## config.mk

```make
export PLATFORM = sky130hd
export DESIGN_NAME = tsc_paged_spi_slave
export DESIGN_NICKNAME = d
export VERILOG_FILES = /design/src/rtl/tsc_pkg.sv /design/src/rtl/tsc_spi_shifter.sv /design/src/rtl/tsc_reg_ctrl.sv /design/src/rtl/tsc_read_decode.sv /design/src/rtl/tsc_paged_spi_slave.sv
export SDC_FILE = /design/constraint.sdc
export NUM_CORES = 1
export LEC_CHECK = 0
export ABC_AREA = 1
export BUFFER_PORTS_ARGS = -buffer_cell sky130_fd_sc_hd__buf_2
export CORE_MARGIN = 5
export CORE_UTILIZATION = 45
export CTS_CLUSTER_DIAMETER = 80
export DETAILED_ROUTE_END_ITERATION = 10
export GPL_TIMING_DRIVEN = 1
export PLACE_DENSITY_LB_ADDON = 0.15
export RECOVER_POWER = 50
export SLEW_MARGIN = 20
export SYNTH_ARGS = -nofsm -noshare
export SYNTH_HDL_FRONTEND = slang
export SYNTH_SLANG_ARGS = --single-unit
```

## constraint.sdc

```tcl
create_clock -name clk -period 5.06 [get_ports clk]
set_input_delay 0.506 -clock clk [delete_from_list [all_inputs] [get_ports clk]]
set_output_delay 0.506 -clock clk [all_outputs]
set_load 0.05 [all_outputs]
```

## src/rtl/tsc_pkg.sv

```systemverilog
// Package: shared constants, types and helpers for the paged touchscreen slave.
// Assumes 8-bit frames; the address width follows from the frame width.
package tsc_pkg;
    localparam int BYTE_W = 8;
    localparam int ADDR_W = BYTE_W - 1;
    localparam int WIDE_W = 2 * BYTE_W;

    typedef enum logic {
        PH_CMD  = 1'b0,
        PH_DATA = 1'b1
    } phase_e;

    // Picks the high or low byte of a zero-extended coordinate.
    function automatic logic [BYTE_W-1:0] pick_byte(input logic [WIDE_W-1:0] v, input logic hi);
        return hi ? v[WIDE_W-1:BYTE_W] : v[BYTE_W-1:0];
    endfunction
endpackage

```

## src/rtl/tsc_spi_shifter.sv

```systemverilog
// Module: bit-level SPI mode 0 shifter.
// Samples MOSI on SCLK rising edges and pulses byte_valid once per full byte.
// Shifts MISO on falling edges inside a frame, and loads the response byte between frames.
// Assumes the SPI pins are synchronous to clk and each SCLK phase lasts at least 3 clk cycles.
module tsc_spi_shifter #(
    parameter int BYTE_W = 8
) (
    input  logic              clk,
    input  logic              rst_n,
    input  logic              sclk,
    input  logic              mosi,
    input  logic              cs_n,
    input  logic              load_en,
    input  logic [BYTE_W-1:0] load_byte,
    output logic              byte_valid,
    output logic [BYTE_W-1:0] rx_byte,
    output logic              miso
);
    localparam int CNT_W = $clog2(BYTE_W);
    localparam logic [CNT_W-1:0] LAST_BIT = CNT_W'(BYTE_W - 1);

    logic              sclk_q;
    logic [CNT_W-1:0]  bit_cnt;
    logic [BYTE_W-2:0] rx_sr;
    logic [BYTE_W-1:0] tx_sr;
    logic              rise, fall;

    assign rise = sclk && !sclk_q && !cs_n;
    assign fall = !sclk && sclk_q && !cs_n;
    assign miso = tx_sr[BYTE_W-1];

    // Receive path: count bits, assemble the byte, flag its completion.
    always_ff @(posedge clk) begin
        if (!rst_n) begin
            sclk_q     <= 1'b0;
            bit_cnt    <= '0;
            rx_sr      <= '0;
            rx_byte    <= '0;
            byte_valid <= 1'b0;
        end else begin
            sclk_q     <= sclk;
            byte_valid <= 1'b0;
            if (cs_n) begin
                bit_cnt <= '0;
            end else if (rise) begin
                rx_sr <= {rx_sr[BYTE_W-3:0], mosi};
                if (bit_cnt == LAST_BIT) begin
                    bit_cnt    <= '0;
                    byte_valid <= 1'b1;
                    rx_byte    <= {rx_sr, mosi};
                end else begin
                    bit_cnt <= bit_cnt + 1'b1;
                end
            end
        end
    end

    // Transmit path: idle high, load the response, shift on falling edges within a frame.
    always_ff @(posedge clk) begin
        if (!rst_n) begin
            tx_sr <= '1;
        end else if (cs_n) begin
            tx_sr <= '1;
        end else if (load_en) begin
            tx_sr <= load_byte;
        end else if (fall && bit_cnt != '0) begin
            tx_sr <= {tx_sr[BYTE_W-2:0], 1'b1};
        end
    end
endmodule

```

## src/rtl/tsc_reg_ctrl.sv

```systemverilog
// Module: command state machine, address counter, register file and coordinate capture.
// Assumes byte_valid is a single-cycle pulse. Chip select high overrides everything.
module tsc_reg_ctrl
    import tsc_pkg::*;
#(
    parameter int COORD_W = 12
) (
    input  logic               clk,
    input  logic               rst_n,
    input  logic               cs_n,
    input  logic               byte_valid,
    input  logic [BYTE_W-1:0]  rx_byte,
    input  logic [COORD_W-1:0] touch_x,
    input  logic [COORD_W-1:0] touch_y,
    output logic               in_cmd,
    output logic               rd_mode,
    output logic [ADDR_W-1:0]  cur_addr,
    output logic [ADDR_W-1:0]  used_addr,
    output logic [BYTE_W-1:0]  page,
    output logic [COORD_W-1:0] x_lat,
    output logic [COORD_W-1:0] y_lat,
    output logic [COORD_W-1:0] x_src,
    output logic [COORD_W-1:0] y_src
);
    localparam int DEPTH = 1 << ADDR_W;

    phase_e            phase;
    logic [BYTE_W-1:0] regs [DEPTH];
    logic              take;
    logic              wr_en;

    assign in_cmd    = (phase == PH_CMD);
    assign take      = byte_valid && !cs_n;
    assign wr_en     = take && !in_cmd && !rd_mode;
    assign used_addr = in_cmd ? rx_byte[BYTE_W-1:1] : cur_addr;
    assign x_src     = in_cmd ? touch_x : x_lat;
    assign y_src     = in_cmd ? touch_y : y_lat;
    assign page      = regs[0];

    // Command/data sequencing, address advance and coordinate capture.
    always_ff @(posedge clk) begin
        if (!rst_n) begin
            phase    <= PH_CMD;
            rd_mode  <= 1'b1;
            cur_addr <= '0;
            x_lat    <= '0;
            y_lat    <= '0;
        end else if (cs_n) begin
            phase   <= PH_CMD;
            rd_mode <= 1'b1;
        end else if (take) begin
            if (in_cmd) begin
                phase    <= PH_DATA;
                cur_addr <= rx_byte[BYTE_W-1:1];
                rd_mode  <= rx_byte[0];
                x_lat    <= touch_x;
                y_lat    <= touch_y;
            end else begin
                cur_addr <= cur_addr + 1'b1;
            end
        end
    end

    // Register file: cleared on reset, written only by write-mode data bytes.
    always_ff @(posedge clk) begin
        if (!rst_n) begin
            for (int i = 0; i < DEPTH; i++) regs[i] <= '0;
        end else if (wr_en) begin
            regs[cur_addr] <= rx_byte;
        end
    end
endmodule

```

## src/rtl/tsc_read_decode.sv

```systemverilog
// Module: combinational read decode by page. The status page reports touch state.
// The coordinate page repeats X then Y as high/low pairs, SAMPLES times each. Everything else reads all ones.
module tsc_read_decode
    import tsc_pkg::*;
#(
    parameter int COORD_W     = 12,
    parameter int STATUS_PAGE = 3,
    parameter int COORD_PAGE  = 252,
    parameter int SAMPLES     = 5,
    parameter int STAT_A_ADDR = 9,
    parameter int STAT_A_IDLE = 8'h40,
    parameter int STAT_B_ADDR = 14,
    parameter int STAT_B_IDLE = 8'h02
) (
    input  logic [BYTE_W-1:0]  page,
    input  logic [ADDR_W-1:0]  addr,
    input  logic               touched,
    input  logic [COORD_W-1:0] x,
    input  logic [COORD_W-1:0] y,
    output logic [BYTE_W-1:0]  rdata
);
    localparam int X_LAST = 2 * SAMPLES;
    localparam int Y_LAST = 4 * SAMPLES;

    logic [WIDE_W-1:0] x_wide, y_wide;
    int                a;

    assign x_wide = WIDE_W'(x);
    assign y_wide = WIDE_W'(y);
    assign a      = int'(addr);

    // Page-dependent read value.
    always_comb begin
        rdata = '1;
        if (page == BYTE_W'(STATUS_PAGE)) begin
            if (a == STAT_A_ADDR)      rdata = touched ? '0 : BYTE_W'(STAT_A_IDLE);
            else if (a == STAT_B_ADDR) rdata = touched ? '0 : BYTE_W'(STAT_B_IDLE);
        end else if (page == BYTE_W'(COORD_PAGE)) begin
            if (a >= 1 && a <= X_LAST)           rdata = pick_byte(x_wide, addr[0]);
            else if (a > X_LAST && a <= Y_LAST)  rdata = pick_byte(y_wide, addr[0]);
        end
    end
endmodule

```

## src/rtl/tsc_paged_spi_slave.sv

```systemverilog
// Top: paged SPI touchscreen register slave.
// Ties the shifter, the control/register file and the read decode together.
// The response for a byte is decoded in the cycle that the byte completes, and loaded for the next frame.
module tsc_paged_spi_slave
    import tsc_pkg::*;
#(
    parameter int COORD_W = 12
) (
    input  logic               clk,
    input  logic               rst_n,
    input  logic               spi_sclk,
    input  logic               spi_mosi,
    input  logic               spi_cs_n,
    output logic               spi_miso,
    input  logic               touch_present,
    input  logic [COORD_W-1:0] touch_x,
    input  logic [COORD_W-1:0] touch_y
);
    logic               byte_valid;
    logic [BYTE_W-1:0]  rx_byte;
    logic               in_cmd, rd_mode;
    logic [ADDR_W-1:0]  cur_addr, used_addr;
    logic [BYTE_W-1:0]  page, rdata;
    logic [COORD_W-1:0] x_lat, y_lat, x_src, y_src;

    tsc_spi_shifter #(.BYTE_W(BYTE_W)) u_shift (
        .clk(clk), .rst_n(rst_n), .sclk(spi_sclk), .mosi(spi_mosi), .cs_n(spi_cs_n),
        .load_en(byte_valid && !spi_cs_n), .load_byte(rdata),
        .byte_valid(byte_valid), .rx_byte(rx_byte), .miso(spi_miso)
    );

    tsc_reg_ctrl #(.COORD_W(COORD_W)) u_ctrl (
        .clk(clk), .rst_n(rst_n), .cs_n(spi_cs_n), .byte_valid(byte_valid), .rx_byte(rx_byte),
        .touch_x(touch_x), .touch_y(touch_y), .in_cmd(in_cmd), .rd_mode(rd_mode),
        .cur_addr(cur_addr), .used_addr(used_addr), .page(page),
        .x_lat(x_lat), .y_lat(y_lat), .x_src(x_src), .y_src(y_src)
    );

    tsc_read_decode #(.COORD_W(COORD_W)) u_dec (
        .page(page), .addr(used_addr), .touched(touch_present),
        .x(x_src), .y(y_src), .rdata(rdata)
    );
endmodule

```

==> results of run 1 <==
## power groups by stage
| stage | combinational [mW] | clock, mW | sequential, mW |
|---|---|---|---|
| final | 0.0454 | 0.407 | 0.559 |
| after global routing | 0.0521 | 0.442 | 0.559 |
| after CTS | 0.0460 | 0.419 | 0.558 |
| after detailed placement | 0.0457 | 0 | 0.571 |
| after global placement | 0.0449 | 0 | 0.571 |
| after floorplan | 0.0248 | 0 | 0.571 |
## layout make-up
type | instances | area (um2)
Multi-Input combinational cell | 361 | 1744
Fill cell | 803 | 3815
Clock inverter | 5 | 36.28
Timing Repair Buffer | 32 | 162.7
Sequential cell | 69 | 1461
Inverter | 85 | 319.1
Tap cell | 102 | 127.6
Clock buffer | 11 | 141.4
## registers in the layout, summed over array words and instances (netlist names), 3 cells and up
signal / count
u_ctrl.cur_addr: 7
u_ctrl.regs: 8
u_shift.tx_sr: 8
u_shift.bit_cnt: 3
u_ctrl.x_lat: 12
u_ctrl.y_lat: 12
u_shift.rx_sr: 7
u_shift.rx_byte: 8
## per-layer routing
layer | wire, um | up-vias | GRT usage
met5 | 0 | - | 0
met4 | 171 | 0 | 0.07458
met3 | 314 | 14 | 0.03266
met2 | 3872 | 45 | 0.2971
met1 | 3824 | 1517 | 0.2165
li1 | - | 1785 | -
## metrics by stage
step / cells / hold slack, ns / util / worst slack (ns) / instance area, um2
3_3_place_gp: 649 / 0.4446 / 0.4891 / 2.225 / 3819
6_report: 665 / 0.3663 / 0.5114 / 1.750 / 3993
2_1_floorplan: 538 / 0.4292 / - / 3.300 / 3630
3_5_place_dp: 649 / 0.4502 / 0.4891 / 2.229 / 3819
5_1_grt: 665 / 0.3833 / 0.5114 / 1.321 / 3993
4_1_cts: 665 / 0.3551 / 0.5119 / 2.195 / 3996
## layout by cell type (no fill, tap or decap), types with 2 or more instances in the layout
cell type / n
clkinvlp_4: 2
inv_1: 81
clkinv_4: 2
nand3_1: 25
nor3_1: 5
nand2_1: 139
clkbuf_1: 3
nand4_1: 4
ha_1: 4
nor4_1: 2
nor2_1: 48
nand2_2: 4
a21oi_1: 30
buf_4: 2
o21ai_0: 50
clkbuf_8: 10
dfxtp_1: 61
buf_2: 28
a221oi_1: 2
nor2_2: 3
inv_2: 3
a211oi_1: 21
clkinv_1: 2
o211ai_1: 13
a31oi_1: 2
edfxtp_1: 8
## logic make-up after synthesis
logic type,Yosys count
fa+ha+maj,4
buf+inv,108
simple gates,233
xor+xnor,1
flops,69
compound gates,123
## worst register-to-register path: stages, from the launching register on
cell	delay [ns]
dfxtp_1	0.84
buf_4	0.47
inv_1	0.32
nand2_1	0.15
nand2_1	0.41
nand2_1	0.18
nor2_1	0.05
nand2_1	0.11
nand2_4	0.10
inv_2	0.14
nand3_1	0.09
nand2_1	0.08
nand2_1	0.06
nand2_1	0.05
nand2_1	0.06
nand2_1	0.05
nand2_1	0.04
## final timing paths
path,endpoint,start
max,u_shift.tx_sr[3]$_SDFFE_PP1P_,u_ctrl.phase$_SDFFE_PP0P_
min,u_shift.sclk_q$_SDFF_PN0_,spi_sclk
max reg2reg,u_shift.tx_sr[3]$_SDFFE_PP1P_,u_ctrl.phase$_SDFFE_PP0P_
min reg2reg,u_shift.rx_sr[6]$_SDFFE_PN0P_,u_shift.rx_sr[6]$_SDFFE_PN0P_
==> impl_metrics.ini, run 1 <==
[cells_and_area]
syn_to_final_growth_pct = 9.997
fin_nets = 592
drive_gt1_frac = 0.1030
diodes = 0

[synth]
synth_top_flop_cell = dfxtp_1
synthArstFlopShare = 0
synth_xor_area_frac = 0.002413
ys_warn_count = 0
synth_cell_types = 33
synth_nets = 572
synth_area_leader_cell = dfxtp_1
syn-instance-count = 538
yosys.area.top_type_share = 0.3364
synth_compound_area_frac = 0.1992
synth_edf_count = 8
muxShareOfSynthArea = 0
synth_common_cells = nand2_1, inv_1, dfxtp_1, o21ai_0, nor2_1
synth_top_family_by_area = simple AND/OR/NAND/NOR gates
ys_seq_elements = 69
ys_seq_area_frac = 0.4026
synth-adder-area-share = 0.01379
synth.most_common_cell = nand2_1
synth-simple-area-share = 0.2651
syn_area_mm2 = 0.003630
synth_top_cells_by_area = dfxtp_1, nand2_1, inv_1
avgSynthCellArea_um2 = 6.747

[clock_network]
clkSlewWorstSetupHoldPaths_ns = 0.07
clock_latency_ns = 0.35
clockRootBuffer = clkbuf_8
clockBufferDepth = 2
cts_setup_buffers = 0
htree_num_levels = 3
cts.sinks = 69
cts_hold_buf = 0
cts_buffers = 9
cts_resized = 0
cts_tree = built

[worst_setup_path]
rr_worst_depth = 16
cp_max_fo = 37
path_class = reg -> reg
crit_top_cell = nand2_1
cp_slowest_cell = dfxtp_1
path_depth = 16
max_stage_delay_ns = 0.84
path_cells = buf_4 > inv_1 > nand2_1 > nand2_1 > nand2_1 > nor2_1 > nand2_1 > nand2_4 > inv_2 > nand3_1 > nand2_1 > nand2_1 > nand2_1 > nand2_1 > nand2_1 > nand2_1
crit_family = simple AND/OR/NAND/NOR gates
r2r_setup_slack_ns = 1.75
cp-end-kind = flip-flop
cp.buffers_inverters = 3
start_kind = flip-flop
worstPathRequired_ns = 5.30
crit_arrival_ns = 3.55

[status]
status = finished clean

[timing]
finClkSkew_ns = 0.01095
fin_crit_sh = 0.6542
tns_ns = 0
timing.fmax_mhz = 302.1
setup_violations = 0
period_minus_slack_ns = 3.310
hold_viol = 0
slew_viol_final = 0
rsz0062_at_grt = false
slew_headroom = 0.3008
worst_pin_slew_ns = 1.048

[grt]
grt_max_degree = 47
grt_pass1_vias = 3235
track_usage = 0.1749
grt_pass1_wl_mm = 14.17
grt.overflow.total = 0
antenna_found_initial = 0

[pwr]
pwr-share-comb = 0.045
p_int_uw = 764.5
p_total_mw = 1.011
clock_power_share = 0.402
switchingPower_uw = 246.0
p_seq_frac = 0.553
leakage_nw = 1.763
pwr_density_cell_mw_per_mm2 = 253.1
switching_share = 0.2435
vdd_ir_drop_max_mv = 0.1589

[die]
start_util = 0.4649
die_w_um = 99.81
core_mm2 = 0.007807
dieArea_mm2 = 0.009962
fp.dieH_um = 99.81
fp-row-count = 32
io_pins = 31

[drt]
routed_wl_mm = 8.183
drc = 0
vias = 3361
wl_per_cell_um = 12.31
vias_per_cell = 5.054
drt-initial-drc-count = 160
ant_nets = 0
dr.pass1.iters = 4

[placed_design]
port_buffers = 30
place.gp.congestion = 0.8326
post-dp-hpwl_mm = 5.853

[hold_path]
hold_path_depth = 3
hold_class = in -> reg

[run]
max_cap_viol_count = 0
No activity file was read; power rests on OpenSTA's default activity.
==> run 2: changes to the inputs <==
ABC_AREA = 0   (was 1)
clock period = 2.8 ns   (was 5.06 ns; I/O delays follow)
==> impl_metrics.ini, run 2 <==
[drt]
wl_per_cell_um = 15.01
routed_wl_mm = 8.284
drc = 0
vias_per_cell = 5.362
ant_nets = 0
dr.pass1.iters = 5
drt-initial-drc-count = 209
vias = 2960

[run]
max_cap_viol_count = 1

[timing]
timing.fmax_mhz = 404.1
finClkSkew_ns = 0.007767
setup_violations = 0
fin_crit_sh = 0.8839
slew_headroom = -0.07176
worst_pin_slew_ns = 1.608
rsz0062_at_grt = false
period_minus_slack_ns = 2.475
hold_viol = 0
tns_ns = 0
slew_viol_final = 45

[worst_setup_path]
regToRegStartpoint = u_ctrl.phase$_SDFFE_PP0P_
path_cells = buf_4 > mux2i_1 > o22ai_1 > or2_1 > mux4_2 > a221oi_1 > o21ai_1
r2r_end = u_shift.tx_sr[6]$_SDFFE_PP1P_
crit_family = multiplexers
max_stage_delay_ns = 0.45
cp.buffers_inverters = 1
cp_slowest_cell = mux4_2
crit_arrival_ns = 2.70
worstPathRequired_ns = 3.02
start_kind = flip-flop
path_class = reg -> reg
rr_worst_depth = 7
cp_max_fo = 20
path_depth = 7
r2r_setup_slack_ns = 0.33
cp-end-kind = flip-flop

[synth]
synth_common_cells = nand2_1, dfxtp_1, a21boi_0, nor2_1, clkbuf_1
synthArstFlopShare = 0
ys_seq_elements = 69
synth_top_flop_cell = dfxtp_1
syn_area_mm2 = 0.003606
ys_warn_count = 0
synth_nets = 454
synth_cell_types = 50
yosys.area.top_type_share = 0.3387
syn-instance-count = 420
synth_edf_count = 8
synth_area_leader_cell = dfxtp_1
synth.most_common_cell = nand2_1
ys_seq_area_frac = 0.4053
avgSynthCellArea_um2 = 8.586
synth_top_cells_by_area = dfxtp_1, nand2_1, a21boi_0

[grt]
grt_max_degree = 45
grt_pass1_wl_mm = 13.94
grt.overflow.total = 0
antenna_found_initial = 0
track_usage = 0.1754
grt_pass1_vias = 2746

[die]
fp.dieH_um = 99.52
core_mm2 = 0.007767
dieArea_mm2 = 0.009903
start_util = 0.4642
die_w_um = 99.52
fp-row-count = 32
io_pins = 31

[cells_and_area]
mostFrequentLayoutCells = nand2_1, dfxtp_1, a21boi_0
multi_input_comb_area_mm2 = 0.001992
diodes = 0
final_common_cell = nand2_1
fin_util = 0.5188
fill_cells = 770
syn_to_final_growth_pct = 11.76
reg.largest.list = u_ctrl.x_lat: 12 flops, u_ctrl.y_lat: 12 flops
fin_nets = 479
drive_gt1_frac = 0.1400
seqCellArea_mm2 = 0.001461

[status]
violations = max-capacitance violations, max-slew violations
status = finished, violations left

[clock_network]
cts_buffers = 9
htree_num_levels = 3
clkSlewWorstSetupHoldPaths_ns = 0.07
clockRootBuffer = clkbuf_8
cts_tree = built
clock_latency_ns = 0.34
cts_resized = 0
cts.sinks = 69
clockBufferDepth = 2
cts_hold_buf = 0
cts_setup_buffers = 0

[pwr]
leakage_nw = 1.367
vdd_ir_drop_max_mv = 0.2697
pwr_density_cell_mw_per_mm2 = 469.9

[hold_path]
hold_class = in -> reg
hold_path_depth = 2
hold_end = u_shift.sclk_q$_SDFF_PN0_
hp-start = spi_sclk

[placed_design]
port_buffers = 30
place.gp.congestion = 0.9039
post-dp-hpwl_mm = 6.047
-- run 2: cell count changes in the layout (fill, tap and decap cells not counted), moves of 21 or more --
cell / delta
nand3_1: -21
nand2_1: -58
a21boi_0: +34
o21ai_0: -36
inv_1: -75
-- run 2: worst register-to-register path, cell delays in order, from the launching register on --
cell and delay [ns]:
dfxtp_1 0.35, buf_4 0.26, mux2i_1 0.39, o22ai_1 0.18, or2_1 0.28, mux4_2 0.45, a221oi_1 0.36, o21ai_1 0.09
-- run 2: stage by stage --
step	instance area [um2]	cells	power, mW	hold slack (ns)	worst slack [ns]
after CTS	4043	552	1.911	0.1469	0.3412
final	4030	552	1.894	0.1575	0.3252
after global routing	4030	552	1.972	0.1535	0.1302
after detailed placement	3850	536	1.116	0.4576	0.3655
after floorplan	3606	420	1.076	0.4073	0.6408
after global placement	3850	536	1.117	0.4481	0.3831
-- run 2: layout make-up --
type | instances | share of cell area
Clock buffer | 12 | 0.03601
Tap cell | 102 | 0.03167
Sequential cell | 69 | 0.3626
Multi-Input combinational cell | 317 | 0.4943
Clock inverter | 4 | 0.01180
Inverter | 6 | 0.005588
Timing Repair Buffer | 42 | 0.05806
-- run 2: kinds of logic (layout without fill, tap and decap cells) --
group,Yosys count,after routing,share of synthesized area
simple gates,188,188,0.2526
compound gates,98,98,0.1839
flops,69,69,0.4053
buf+inv,34,64,0.04059
mux,27,27,0.1037
fa+ha+maj,4,4,0.01388
-- run 2: worst max-delay path by stage --
stage / start / end / slack (ns)
floorplan: u_ctrl.phase$_SDFFE_PP0P_ / u_shift.tx_sr[0]$_SDFFE_PP1P_ / 0.64
global placement: u_ctrl.phase$_SDFFE_PP0P_ / u_shift.tx_sr[6]$_SDFFE_PP1P_ / 0.38
detailed placement: u_ctrl.phase$_SDFFE_PP0P_ / u_shift.tx_sr[6]$_SDFFE_PP1P_ / 0.37
CTS: u_ctrl.phase$_SDFFE_PP0P_ / u_shift.tx_sr[6]$_SDFFE_PP1P_ / 0.34
global route: u_ctrl.phase$_SDFFE_PP0P_ / u_ctrl.y_lat[0]$_SDFFE_PN0P_ / 0.13
finish: u_ctrl.phase$_SDFFE_PP0P_ / u_shift.tx_sr[6]$_SDFFE_PP1P_ / 0.33
-- run 2: power by group --
group          switching (mW)  internal, mW  total, mW
logic                  0.0422        0.0402     0.0825
clock network           0.367         0.433      0.801
registers             0.00457          1.01       1.01
total                   0.414          1.48       1.89
-- run 2: per-layer routing --
layer	GRT usage	routed length (um)	up-vias	share of wire
li1	-	-	1529	-
met1	0.2581	4271	1369	0.52
met2	0.2577	3593	53	0.43
met3	0.03156	304	9	0.037
met4	0.05987	115	0	0.014
met5	0	0	-	0
